## src/rtl/por_ready_pkg.sv

```systemverilog
package por_ready_pkg;

    typedef enum logic [1:0] {
        PS_OFF,
        PS_SETTLE,
        PS_FETCH,
        PS_LIVE
    } pwr_state_e;

    typedef struct packed {
        pwr_state_e  state;
        logic        rdy_n;
        logic        req;
        logic [6:0]  addr;
        logic        bus_en;
    } seq_regs_t;

endpackage

```

## src/rtl/por_sync.sv

```systemverilog
module por_sync #(
    parameter int unsigned WIDTH  = 2,
    parameter int unsigned STAGES = 2
) (
    input  logic             clk_i,
    input  logic             rst_i,
    input  logic [WIDTH-1:0] d_i,
    output logic [WIDTH-1:0] q_o
);

    for (genvar b = 0; b < WIDTH; b++) begin : g_bit
        logic [STAGES-1:0] chain_q;
        if (STAGES == 1) begin : g_single
            always_ff @(posedge clk_i) begin
                if (rst_i) chain_q <= '0;
                else       chain_q <= d_i[b];
            end
        end else begin : g_multi
            always_ff @(posedge clk_i) begin
                if (rst_i) chain_q <= '0;
                else       chain_q <= {chain_q[STAGES-2:0], d_i[b]};
            end
        end
        assign q_o[b] = chain_q[STAGES-1];
    end

endmodule

```

## src/rtl/por_settle_timer.sv

```systemverilog
module por_settle_timer #(
    parameter int unsigned CYCLES = 400
) (
    input  logic clk_i,
    input  logic rst_i,
    input  logic run_i,
    output logic expire_o
);

    localparam int unsigned CNT_W = (CYCLES > 1) ? $clog2(CYCLES) : 1;
    localparam logic [CNT_W-1:0] LAST = CNT_W'(CYCLES - 1);

    logic [CNT_W-1:0] cnt_d, cnt_q;

    always_comb begin
        expire_o = run_i && (cnt_q == LAST);
        if (!run_i)        cnt_d = '0;
        else if (expire_o) cnt_d = cnt_q;
        else               cnt_d = cnt_q + 1'b1;
    end

    always_ff @(posedge clk_i) begin
        if (rst_i) cnt_q <= '0;
        else       cnt_q <= cnt_d;
    end

    // each settle period starts counting from zero
    a_r3_fresh_start: assert property (@(posedge clk_i) disable iff (rst_i)
        $rose(run_i) |-> (cnt_q == '0));

endmodule

```

## src/rtl/por_ready_seq.sv

```systemverilog
module por_ready_seq
    import por_ready_pkg::*;
#(
    parameter int unsigned CLK_FREQ_HZ   = 1_000_000,
    parameter int unsigned SETTLE_US     = 400,
    parameter int unsigned SYNC_STAGES   = 2,
    parameter logic [6:0]  DEFAULT_ADDR7 = 7'h51
) (
    input  logic       clk_i,
    input  logic       rst_i,
    input  logic       vcc_ana_ok_i,
    input  logic       vcc_dig_ok_i,
    output logic       nvm_req_o,
    input  logic       nvm_valid_i,
    input  logic [6:0] nvm_addr_i,
    output logic       ready_n_o,
    output logic [6:0] slave_addr_o,
    output logic       bus_en_o
);

    localparam longint unsigned SETTLE_RAW =
        (64'(CLK_FREQ_HZ) * 64'(SETTLE_US)) / 64'd1_000_000;
    localparam int unsigned SETTLE_CYC = (SETTLE_RAW < 1) ? 1 : int'(SETTLE_RAW);

    localparam seq_regs_t RESET_REGS = '{
        state:  PS_OFF,
        rdy_n:  1'b1,
        req:    1'b0,
        addr:   DEFAULT_ADDR7,
        bus_en: 1'b0
    };

    logic [1:0] sync_s;
    logic       ana_s, dig_s;
    logic       tmr_run, tmr_done;
    seq_regs_t  d, q;

    por_sync #(.WIDTH(2), .STAGES(SYNC_STAGES)) u_sync (
        .clk_i (clk_i),
        .rst_i (rst_i),
        .d_i   ({vcc_dig_ok_i, vcc_ana_ok_i}),
        .q_o   (sync_s)
    );

    assign ana_s = sync_s[0];
    assign dig_s = sync_s[1];

    por_settle_timer #(.CYCLES(SETTLE_CYC)) u_timer (
        .clk_i    (clk_i),
        .rst_i    (rst_i),
        .run_i    (tmr_run),
        .expire_o (tmr_done)
    );

    always_comb begin
        d        = q;
        d.req    = 1'b0;
        d.bus_en = dig_s;
        tmr_run  = (q.state == PS_SETTLE);

        case (q.state)
            PS_OFF: begin
                if (ana_s) d.state = PS_SETTLE;
            end
            PS_SETTLE: begin
                if (tmr_done) begin
                    d.state = PS_FETCH;
                    d.req   = 1'b1;
                end
            end
            PS_FETCH: begin
                if (nvm_valid_i) begin
                    d.state = PS_LIVE;
                    d.rdy_n = 1'b0;
                    d.addr  = nvm_addr_i;
                end
            end
            default: ;
        endcase

        // supply loss overrides every phase, including a same-edge answer
        if (!ana_s) begin
            d.state = PS_OFF;
            d.rdy_n = 1'b1;
            d.req   = 1'b0;
            d.addr  = DEFAULT_ADDR7;
        end
    end

    always_ff @(posedge clk_i) begin
        if (rst_i) q <= RESET_REGS;
        else       q <= d;
    end

    assign nvm_req_o    = q.req;
    assign ready_n_o    = q.rdy_n;
    assign slave_addr_o = q.addr;
    assign bus_en_o     = q.bus_en;

    // reset forces the default outputs
    a_r1_reset_defaults: assert property (@(posedge clk_i)
        rst_i |=> (ready_n_o && !bus_en_o && !nvm_req_o && slave_addr_o == DEFAULT_ADDR7));

    // a low analog supply yields not-ready with the default address
    a_r2_off_defaults: assert property (@(posedge clk_i) disable iff (rst_i)
        !ana_s |=> (ready_n_o && !nvm_req_o && slave_addr_o == DEFAULT_ADDR7));

    // the recall request lasts one cycle
    a_r3_req_pulse: assert property (@(posedge clk_i) disable iff (rst_i)
        nvm_req_o |=> !nvm_req_o);

    // ready is only reached through an answer from the store
    a_r4_ready_from_valid: assert property (@(posedge clk_i) disable iff (rst_i)
        $fell(ready_n_o) |-> $past(nvm_valid_i));

    // with supply held, the latched address stays put
    a_r5_live_stable: assert property (@(posedge clk_i) disable iff (rst_i)
        (!ready_n_o && ana_s) |=> (!ready_n_o && $stable(slave_addr_o)));

endmodule

```

## config.mk

```make
export PLATFORM = sky130hd
export DESIGN_NAME = por_ready_seq
export DESIGN_NICKNAME = d
export VERILOG_FILES = /design/src/rtl/por_ready_pkg.sv /design/src/rtl/por_sync.sv /design/src/rtl/por_settle_timer.sv /design/src/rtl/por_ready_seq.sv
export SDC_FILE = /design/constraint.sdc
export NUM_CORES = 1
export LEC_CHECK = 0
export CORE_UTILIZATION = 30
export DETAILED_ROUTE_END_ITERATION = 6
export PLACE_DENSITY = 0.6
export SYNTH_ARGS = -nofsm -noshare
export SYNTH_HDL_FRONTEND = slang
export SYNTH_SLANG_ARGS = --single-unit
```

## constraint.sdc

```tcl
create_clock -name clk_i -period 2.4 [get_ports clk_i]
set_input_delay 0.48 -clock clk_i [delete_from_list [all_inputs] [get_ports clk_i]]
set_output_delay 0.48 -clock clk_i [all_outputs]
set_load 0.03 [all_outputs]
```

==> impl_metrics.env, run 1 <==
export IMPL_peakVddDrop_v=0.000140
export IMPL_worstReg2RegEnd="q[10]"
export IMPL_yosysTopAreaCell="dfxtp_1"
export IMPL_cts_root_buf="clkbuf_4"
export IMPL_cts_sinks=25
export IMPL_endpoint_kind="output port"
export IMPL_cts_clk_slew_worst_paths_ns=0.13
export IMPL_maxSlewHeadroom=0.784
export IMPL_synth_most_common_cell="dfxtp_1"
export IMPL_drc=0
export IMPL_synth_common_cells="dfxtp_1, nand2_1, a21oi_1, buf_4, nor2_1"
export IMPL_path_class="flip-flop to output port"
export IMPL_reg2regPathDepth=5
export IMPL_critical_path_top_delay_family="buffers and inverters"
export IMPL_grt_ovfl_total=0
export IMPL_ant_nets=0
export IMPL_start_kind="flip-flop"
export IMPL_final_net_count=151
export IMPL_cts_buffers_inserted=3
export IMPL_cts_setup_buffers=0
export IMPL_synth_area_leaders="dfxtp_1, nand2_1, buf_4"
export IMPL_vias=810
export IMPL_p_per_area_nw_per_um2=491
export IMPL_routed_wl_um=1910
export IMPL_hold_buffers=0
export IMPL_setup_viol=0
export IMPL_synthCells=118
export IMPL_endpoint="slave_addr_o[6]"
export IMPL_worst_pin_slew_ns=0.323
export IMPL_dr_pass1_iters=4
export IMPL_wl_per_cell_um=10.6
export IMPL_dp_hpwl_um=1470
export IMPL_outcome="finished clean"
export IMPL_seq_area_frac_synth=0.472
export IMPL_cts_tree="yes"
export IMPL_syn_avg_cell_area_um2=8.98
export IMPL_grt_usage=0.112
export IMPL_die_height_um=61.4
export IMPL_n_antenna_cell=0
export IMPL_grt_pass1_wl_um=3050
export IMPL_grt_pass1_vias=730
export IMPL_cp_slowest_stage_delay_ns=0.67
export IMPL_leakage_nw=0.464
export IMPL_crit_arrival_ns=1.34
export IMPL_synth_async_sr_flop_share=0
export IMPL_clock_latency_ns=0.31
export IMPL_dieArea_um2=3770
export IMPL_synth_edf_count=0
export IMPL_path_buf_inv=1
export IMPL_cp_slowest_cell="clkdlybuf4s50_1"
export IMPL_die_w_um=61.4
export IMPL_synth_cell_types=29
export IMPL_finalCritPeriodShare=0.757
export IMPL_pre_cts_ws_ns=0.615
export IMPL_cts_max_level=1
export IMPL_path_cells="clkdlybuf4s50_1"
export IMPL_fmax_mhz=550
export IMPL_critPathLaunch="slave_addr_o[6]"
export IMPL_syn_to_final_growth_pct=22.1
export IMPL_clock_path_buffers=2
export IMPL_antenna_found_initial=0
export IMPL_ctsResizeCount=0
export IMPL_rrSetupSlack_ns=0.68
export IMPL_mappedNetlistArea_um2=1060
export IMPL_grt_max_degree=16
export IMPL_final_max_slew_viol_count=0
export IMPL_drive_gt1_frac=0.0597
export IMPL_cp_depth=1
export IMPL_io_buffers=21
export IMPL_num_io_pins=22
export IMPL_yosysWarningCount=0
export IMPL_first_iter_violations=50
export IMPL_synth_top_area_frac=0.472
export IMPL_core_area_um2=3360
export IMPL_synthFlopType="dfxtp_1"
export IMPL_synth_nets=134
export IMPL_via_per_inst=4.50
export IMPL_place_congestion=0.771
export IMPL_fin_setup_tns_ns=0
export IMPL_clock_skew_ns=0.00542
export IMPL_finalHoldViolations=0
export IMPL_maxCapViolCount=0
export IMPL_min_period_ns=1.82
export IMPL_ys_seq_elements=25
export IMPL_rsz0062_at_grt="false"
export IMPL_reg2reg_from="u_timer.cnt_q[0]"
export IMPL_hold_path_class="flip-flop to flip-flop"
export IMPL_required_ns=1.92
export IMPL_crit_fanout=2
export IMPL_num_rows=21
export IMPL_fin_ws_ns=0.582
export IMPL_initial_core_util=0.315
-- layer usage --
layer	wire (µm)	track usage	up-vias	part of all wire
met5	0	0	-	0
met4	12	0.0381	0	0.0063
met3	73	0.0252	2	0.038
met2	965	0.208	19	0.50
met1	860	0.124	370	0.45
li1	-	-	419	-
-- final cells by class --
type	instances	area, µm²
Clock buffer	3	22.5
Clock inverter	1	7.51
Fill cell	354	2070
Inverter	4	15.0
Multi-Input combinational cell	80	480
Sequential cell	25	500
Tap cell	46	57.6
Timing Repair Buffer	21	210
-- power by group --
part	internal [W]	leakage [nW]	switching (W)	total (W)
clock	0.0000634	0.0139	0.000119	0.000183
combinational	0.0000214	0.248	0.0000102	0.0000316
sequential	0.000419	0.203	0.00000159	0.000421
-- placed cells by master (no fill, tap or decap), types with 3 or more instances in the layout --
master	instances
xnor2_1	3
clkbuf_4	3
inv_1	4
clkdlybuf4s50_1	21
a21oi_1	8
nand3_1	7
nand2_1	21
nor2b_1	5
ha_1	4
dfxtp_1	25
nor2_1	8
o21ai_0	3
-- cell families after synthesis --
logic type | Yosys count | share of synthesized area
multiplexers | 1 | 0.00945
buffers and inverters | 13 | 0.0744
AND/OR/NAND/NOR | 53 | 0.260
XOR/XNOR | 4 | 0.0331
adder cells (fa/ha/maj) | 4 | 0.0472
flip-flops | 25 | 0.472
AO/OA/AOI/OAI | 18 | 0.104
-- worst reg2reg max path: cells and delay by family, from the launching register on --
kind / cells / cell delay (ns)
AOI/OAI and AO/OA: 2 / 0.56
and+or+nand+nor: 2 / 0.44
DFF: 1 / 0.42
adders and majority gates: 1 / 0.25
-- stage by stage --
stage,util,instance area [µm²],instances,power (W),hold WS (ns)
2_1_floorplan,-,1060,118,0.000439,0.414
6_report,0.385,1290,180,0.000635,0.453
5_1_grt,0.385,1290,180,0.000668,0.468
3_5_place_dp,0.376,1260,176,0.000462,0.431
4_1_cts,0.385,1290,180,0.000648,0.459
3_3_place_gp,0.376,1260,176,0.000461,0.419
-- worst min path at each step --
| stage | from | end | slack [ns] | cells past startpoint |
|---|---|---|---|---|
| finish | ready_n_o | ready_n_o | 0.45 | 2 |
| global route | u_sync.g_bit[1].chain_q[0] | u_sync.g_bit[1].chain_q[1] | 0.47 | 1 |
| CTS | u_sync.g_bit[1].chain_q[0] | u_sync.g_bit[1].chain_q[1] | 0.46 | 1 |
| detailed placement | u_sync.g_bit[1].chain_q[0] | u_sync.g_bit[1].chain_q[1] | 0.43 | 1 |
| global placement | u_sync.g_bit[1].chain_q[0] | u_sync.g_bit[1].chain_q[1] | 0.42 | 1 |
| floorplan | u_sync.g_bit[1].chain_q[1] | bus_en_o | 0.41 | 1 |
-- registers in the layout, summed over array words and instances, names as in the netlist --
signal,flops
ready_n_o,1
slave_addr_o,7
nvm_req_o,1
u_timer.cnt_q,9
bus_en_o,1
u_sync.g_bit.chain_q,4
q,2
No activity file was read; power rests on OpenSTA's default activity.
==> inputs of run 2 (changes only) <==
--- a/config.mk
+++ b/config.mk
@@ -7,7 +7,7 @@
 export LEC_CHECK = 0
 export CORE_UTILIZATION = 30
 export DETAILED_ROUTE_END_ITERATION = 6
-export PLACE_DENSITY = 0.6
+export PLACE_DENSITY = 0.61
 export SYNTH_ARGS = -nofsm -noshare
 export SYNTH_HDL_FRONTEND = slang
 export SYNTH_SLANG_ARGS = --single-unit
==> constraint.sdc (replaced) <==
create_clock -name clk_i -period 1.5 [get_ports clk_i]
set_input_delay 0.3 -clock clk_i [delete_from_list [all_inputs] [get_ports clk_i]]
set_output_delay 0.3 -clock clk_i [all_outputs]
set_load 0.03 [all_outputs]
==> impl_metrics.env, run 2 (same netlist as run 1, synthesis figures left out) <==
export IMPL_finalCritPeriodShare=0.950
export IMPL_drc=0
export IMPL_cts_sinks=25
export IMPL_grt_ovfl_total=0
export IMPL_pre_cts_ws_ns=0.0405
export IMPL_wl_per_cell_um=10.4
export IMPL_clock_skew_ns=0.00487
export IMPL_core_area_um2=3360
export IMPL_io_buffers=21
export IMPL_initial_core_util=0.315
export IMPL_p_per_area_nw_per_um2=759
export IMPL_finalHoldViolations=0
export IMPL_cts_tree="yes"
export IMPL_fin_setup_tns_ns=0
export IMPL_n_antenna_cell=0
export IMPL_total_power_w=0.00103
export IMPL_swShare=0.213
export IMPL_dp_hpwl_um=1550
export IMPL_syn_to_final_growth_pct=27.9
export IMPL_worstReg2RegEnd="q[11]"
export IMPL_reg2reg_from="u_timer.cnt_q[1]"
export IMPL_rrSetupSlack_ns=0.08
export IMPL_setup_viol=0
export IMPL_path_class="flip-flop to flip-flop"
export IMPL_layout_cells_non_filler=189
export IMPL_grt_pass1_vias=774
export IMPL_num_rows=21
export IMPL_cts_setup_buffers=0
export IMPL_hold_end="slave_addr_o[5]"
export IMPL_p_clk_frac=0.293
export IMPL_critical_path_top_delay_family="flip-flops"
export IMPL_crit_fanout=5
export IMPL_cts_root_buf="clkbuf_4"
export IMPL_cts_max_level=1
export IMPL_via_per_inst=4.53
export IMPL_cp_slowest_stage_delay_ns=0.37
export IMPL_required_ns=1.71
export IMPL_first_iter_violations=30
export IMPL_multiInputGateArea_um2=485
export IMPL_min_period_ns=1.42
export IMPL_final_common_cell="dfxtp_1"
export IMPL_antenna_found_initial=0
export IMPL_start_kind="flip-flop"
export IMPL_final_max_slew_viol_count=0
export IMPL_largest_reg_flops=9
export IMPL_final_net_count=160
export IMPL_min_path_cells=2
export IMPL_dp_cells=185
export IMPL_rsz0062_at_grt="false"
export IMPL_dieArea_um2=3770
export IMPL_cp_slowest_cell="dfxtp_2"
export IMPL_path_buf_inv=0
export IMPL_maxCapViolCount=0
export IMPL_reg2regPathDepth=5
export IMPL_ff_latch_area_um2=502
export IMPL_internal_power_w=0.000810
export IMPL_fin_ws_ns=0.0754
export IMPL_peakVddDrop_v=0.000366
export IMPL_die_height_um=61.4
export IMPL_path_cells="ha_1 -> and3_4 -> nand3_2 -> a221o_1 -> mux2i_1"
export IMPL_top_register="u_timer.cnt_q"
export IMPL_routed_wl_um=1960
export IMPL_ant_nets=0
export IMPL_power_switching_w=0.000219
export IMPL_cts_clk_slew_worst_paths_ns=0.13
export IMPL_fmax_mhz=702
export IMPL_final_cell_mix="dfxtp_1, nand2_1, clkdlybuf4s50_1"
export IMPL_grt_usage=0.118
export IMPL_endpoint_kind="flip-flop"
export IMPL_maxSlewHeadroom=0.795
export IMPL_cts_buffers_inserted=3
export IMPL_crit_arrival_ns=1.64
export IMPL_hold_buffers=0
export IMPL_drive_gt1_frac=0.133
export IMPL_grt_max_degree=16
export IMPL_clock_path_buffers=2
export IMPL_grt_pass1_wl_um=3190
export IMPL_combPwrFrac=0.053
export IMPL_dr_pass1_iters=4
export IMPL_clock_latency_ns=0.32
export IMPL_vias=856
export IMPL_hold_path_class="flip-flop to flip-flop"
export IMPL_place_congestion=0.748
export IMPL_num_io_pins=22
export IMPL_worst_pin_slew_ns=0.308
export IMPL_leakage_nw=0.527
export IMPL_seqPwrFrac=0.654
export IMPL_outcome="finished clean"
export IMPL_nFillCells=378
export IMPL_die_w_um=61.4
export IMPL_hp_start="slave_addr_o[5]"
export IMPL_final_util=0.403
## run 2: layout make-up
class / instances / area share
Sequential cell: 25 / 0.370
Timing Repair Buffer: 30 / 0.196
Multi-Input combinational cell: 80 / 0.358
Clock inverter: 1 / 0.00554
Inverter: 4 / 0.0111
Clock buffer: 3 / 0.0166
Tap cell: 46 / 0.0425
## run 2: layer usage
metal / GRT usage / wire length, µm
met5: 0 / 0
met4: 0.0667 / 29
met3: 0.0252 / 99
met2: 0.214 / 966
met1: 0.126 / 868
## run 2: worst register-to-register path, delay by kind of cell (launching register included)
family / cells / cell delay (ns)
AO/OA/AOI/OAI: 1 / 0.36
flip-flops: 1 / 0.37
AND/OR/NAND/NOR: 2 / 0.30
multiplexers: 1 / 0.13
adder cells (fa/ha/maj): 1 / 0.16
## run 2: timing repair
action,in CTS,in global routing
endpoints found under the hold margin,0,0
resized for setup,10,1
setup endpoints to repair,10,3
gates cloned,0,0
## run 2: worst max path at each step
stage / startpoint / endpoint / slack (ns) / depth (start not counted)
2_1_floorplan: u_timer.cnt_q[0] / q[11] / 0.03 / 5
3_3_place_gp: nvm_valid_i / q[11] / 0.08 / 4
3_5_place_dp: nvm_valid_i / q[11] / 0.04 / 4
4_1_cts: u_timer.cnt_q[1] / q[11] / 0.03 / 5
5_1_grt: u_timer.cnt_q[1] / q[11] / 0.01 / 5
6_report: u_timer.cnt_q[1] / q[11] / 0.08 / 5
## run 2: power by group through the flow
stage	Sequential, W	Clock [W]	Combinational, W
floorplan	0.000689	0	0.0000139
global placement	0.000688	0	0.0000539
detailed placement	0.000688	0	0.0000550
CTS	0.000673	0.000319	0.0000553
global route	0.000674	0.000345	0.0000590
finish	0.000673	0.000302	0.0000544
## run 2: through the flow
step	cell area [µm²]	hold WS, ns
2_1_floorplan	1060	0.372
3_3_place_gp	1340	0.419
3_5_place_dp	1340	0.442
4_1_cts	1350	0.460
5_1_grt	1360	0.475
6_report	1360	0.455
==> inputs of run 3 (changes only) <==
--- a/config.mk
+++ b/config.mk
@@ -7,7 +7,7 @@
 export LEC_CHECK = 0
 export CORE_UTILIZATION = 30
 export DETAILED_ROUTE_END_ITERATION = 6
-export PLACE_DENSITY = 0.61
+export PLACE_DENSITY = 0.6
 export SYNTH_ARGS = -nofsm -noshare
 export SYNTH_HDL_FRONTEND = slang
 export SYNTH_SLANG_ARGS = --single-unit
==> constraint.sdc (replaced) <==
create_clock -name clk_i -period 1.42 [get_ports clk_i]
set_input_delay 0.284 -clock clk_i [delete_from_list [all_inputs] [get_ports clk_i]]
set_output_delay 0.284 -clock clk_i [all_outputs]
set_load 0.03 [all_outputs]
==> impl_metrics.env, run 3 (same netlist as run 1, synthesis figures left out) <==
export IMPL_outcome="finished clean"
export IMPL_cts_tree="yes"
export IMPL_ff_latch_area_um2=505
export IMPL_grt_max_degree=14
export IMPL_leakage_nw=0.560
export IMPL_top_register="u_timer.cnt_q"
export IMPL_seqPwrFrac=0.656
export IMPL_place_congestion=0.794
export IMPL_nFillCells=364
export IMPL_grt_usage=0.118
export IMPL_num_rows=21
export IMPL_initial_core_util=0.315
export IMPL_p_per_area_nw_per_um2=758
export IMPL_hold_path_class="flip-flop to flip-flop"
export IMPL_total_power_w=0.00108
export IMPL_setup_viol=0
export IMPL_clock_skew_ns=0.00383
export IMPL_routed_wl_um=2100
export IMPL_cts_root_buf="clkbuf_4"
export IMPL_min_path_cells=1
export IMPL_grt_ovfl_total=0
export IMPL_final_max_slew_viol_count=0
export IMPL_num_io_pins=22
export IMPL_start_kind="flip-flop"
export IMPL_clock_path_buffers=2
export IMPL_rsz0062_at_grt="true"
export IMPL_finalCritPeriodShare=0.996
export IMPL_cts_clk_slew_worst_paths_ns=0.13
export IMPL_cts_sinks=25
export IMPL_p_clk_frac=0.290
export IMPL_syn_to_final_growth_pct=34.9
export IMPL_hold_end="bus_en_o"
export IMPL_combPwrFrac=0.054
export IMPL_reg2reg_from="u_timer.cnt_q[5]"
export IMPL_min_period_ns=1.41
export IMPL_drc=0
export IMPL_antenna_found_initial=0
export IMPL_grt_pass1_vias=789
export IMPL_maxCapViolCount=0
export IMPL_core_area_um2=3360
export IMPL_dieArea_um2=3770
export IMPL_hp_start="u_sync.g_bit[1].chain_q[1]"
export IMPL_first_iter_violations=30
export IMPL_internal_power_w=0.000859
export IMPL_grt_pass1_wl_um=3230
export IMPL_endpoint_kind="flip-flop"
export IMPL_path_class="flip-flop to flip-flop"
export IMPL_drive_gt1_frac=0.200
export IMPL_wl_per_cell_um=10.7
export IMPL_largest_reg_flops=9
export IMPL_reg2regPathDepth=5
export IMPL_io_buffers=21
export IMPL_maxSlewHeadroom=0.793
export IMPL_peakVddDrop_v=0.000616
export IMPL_finalHoldViolations=0
export IMPL_worst_pin_slew_ns=0.311
export IMPL_required_ns=1.64
export IMPL_power_switching_w=0.000225
export IMPL_dr_pass1_iters=4
export IMPL_die_w_um=61.4
export IMPL_crit_arrival_ns=1.64
export IMPL_clock_latency_ns=0.32
export IMPL_die_height_um=61.4
export IMPL_worstReg2RegEnd="q[10]"
export IMPL_swShare=0.208
export IMPL_via_per_inst=4.47
export IMPL_multiInputGateArea_um2=505
export IMPL_dp_hpwl_um=1610
export IMPL_vias=877
export IMPL_fin_setup_tns_ns=0
export IMPL_fmax_mhz=707
export IMPL_ant_nets=0
export IMPL_cts_buffers_inserted=3
export IMPL_cts_max_level=1
export IMPL_n_antenna_cell=0
export IMPL_rrSetupSlack_ns=0.006
export IMPL_final_cell_mix="nand2_1, dfxtp_1, buf_4"
export IMPL_final_net_count=167
export IMPL_crit_fanout=3
[run 3: changes by cell type in the layout (fill, tap and decap cells not counted), sizes merged]
cell / before / now
clkdlybuf4s15: 0 / 5
buf: 9 / 16
clkinvlp: 1 / 0
clkbuf: 3 / 5
dlygate4sd2: 10 / 4
[run 3: stage by stage]
step	worst slack, ns	hold slack [ns]	instance area, µm²	util	instances
floorplan	0.0231	0.356	1070	-	118
global placement	0.0130	0.423	1370	0.408	189
detailed placement	-0.0434	0.423	1370	0.408	189
CTS	0.00981	0.453	1410	0.419	195
global route	-0.0292	0.459	1430	0.425	196
finish	0.00582	0.450	1430	0.425	196
[run 3: metal layers]
layer | up-vias | track usage | wire length [µm]
li1 | 458 | - | -
met1 | 398 | 0.133 | 961
met2 | 21 | 0.216 | 1030
met3 | 0 | 0.0462 | 112
met4 | 0 | 0.0190 | 0
met5 | - | 0 | 0
[run 3: what timing repair did]
action | 4_1_cts | 5_1_grt
buffers inserted | 2 | 1
pin swaps | 2 | 3
hold buffers | 0 | 0
hold endpoints to repair | 0 | 0
endpoints found under the setup margin | 11 | 8
gates cloned | 0 | 0
resized for setup | 11 | 10
[run 3: area by class of cell]
cell class,count,area share
well taps,46,0.0402
repair buffers,37,0.224
multi-input cells,80,0.353
inverters,4,0.0105
clock buffers,4,0.0184
flip-flops and latches,25,0.353
[run 3: power by group through the flow]
stage	clock (W)	combinational, W	sequential, W
after floorplan	0	0.0000148	0.000728
after global placement	0	0.0000586	0.000726
after detailed placement	0	0.0000592	0.000726
after CTS	0.000335	0.0000592	0.000711
after global routing	0.000373	0.0000635	0.000712
final	0.000314	0.0000587	0.000711
[run 3: worst max-delay path: stages (launching register included)]
cell and delay, ns:
dfxtp_2 0.36, nor4b_4 0.35, buf_4 0.18, and3_2 0.21
a31oi_1 0.08, a21boi_1 0.14
[run 3: how the worst max path moves through the flow]
stage                                 from  endpoint  slack [ns]  depth (start not counted)
after global placement         nvm_valid_i     q[11]        0.01                          4
after floorplan           u_timer.cnt_q[0]     q[11]        0.02                          5
after CTS                 u_timer.cnt_q[4]     q[11]        0.01                          4
after detailed placement       nvm_valid_i     q[11]       -0.04                          4
final                     u_timer.cnt_q[5]     q[10]       0.006                          5
after global routing      u_timer.cnt_q[5]     q[11]       -0.03                          4
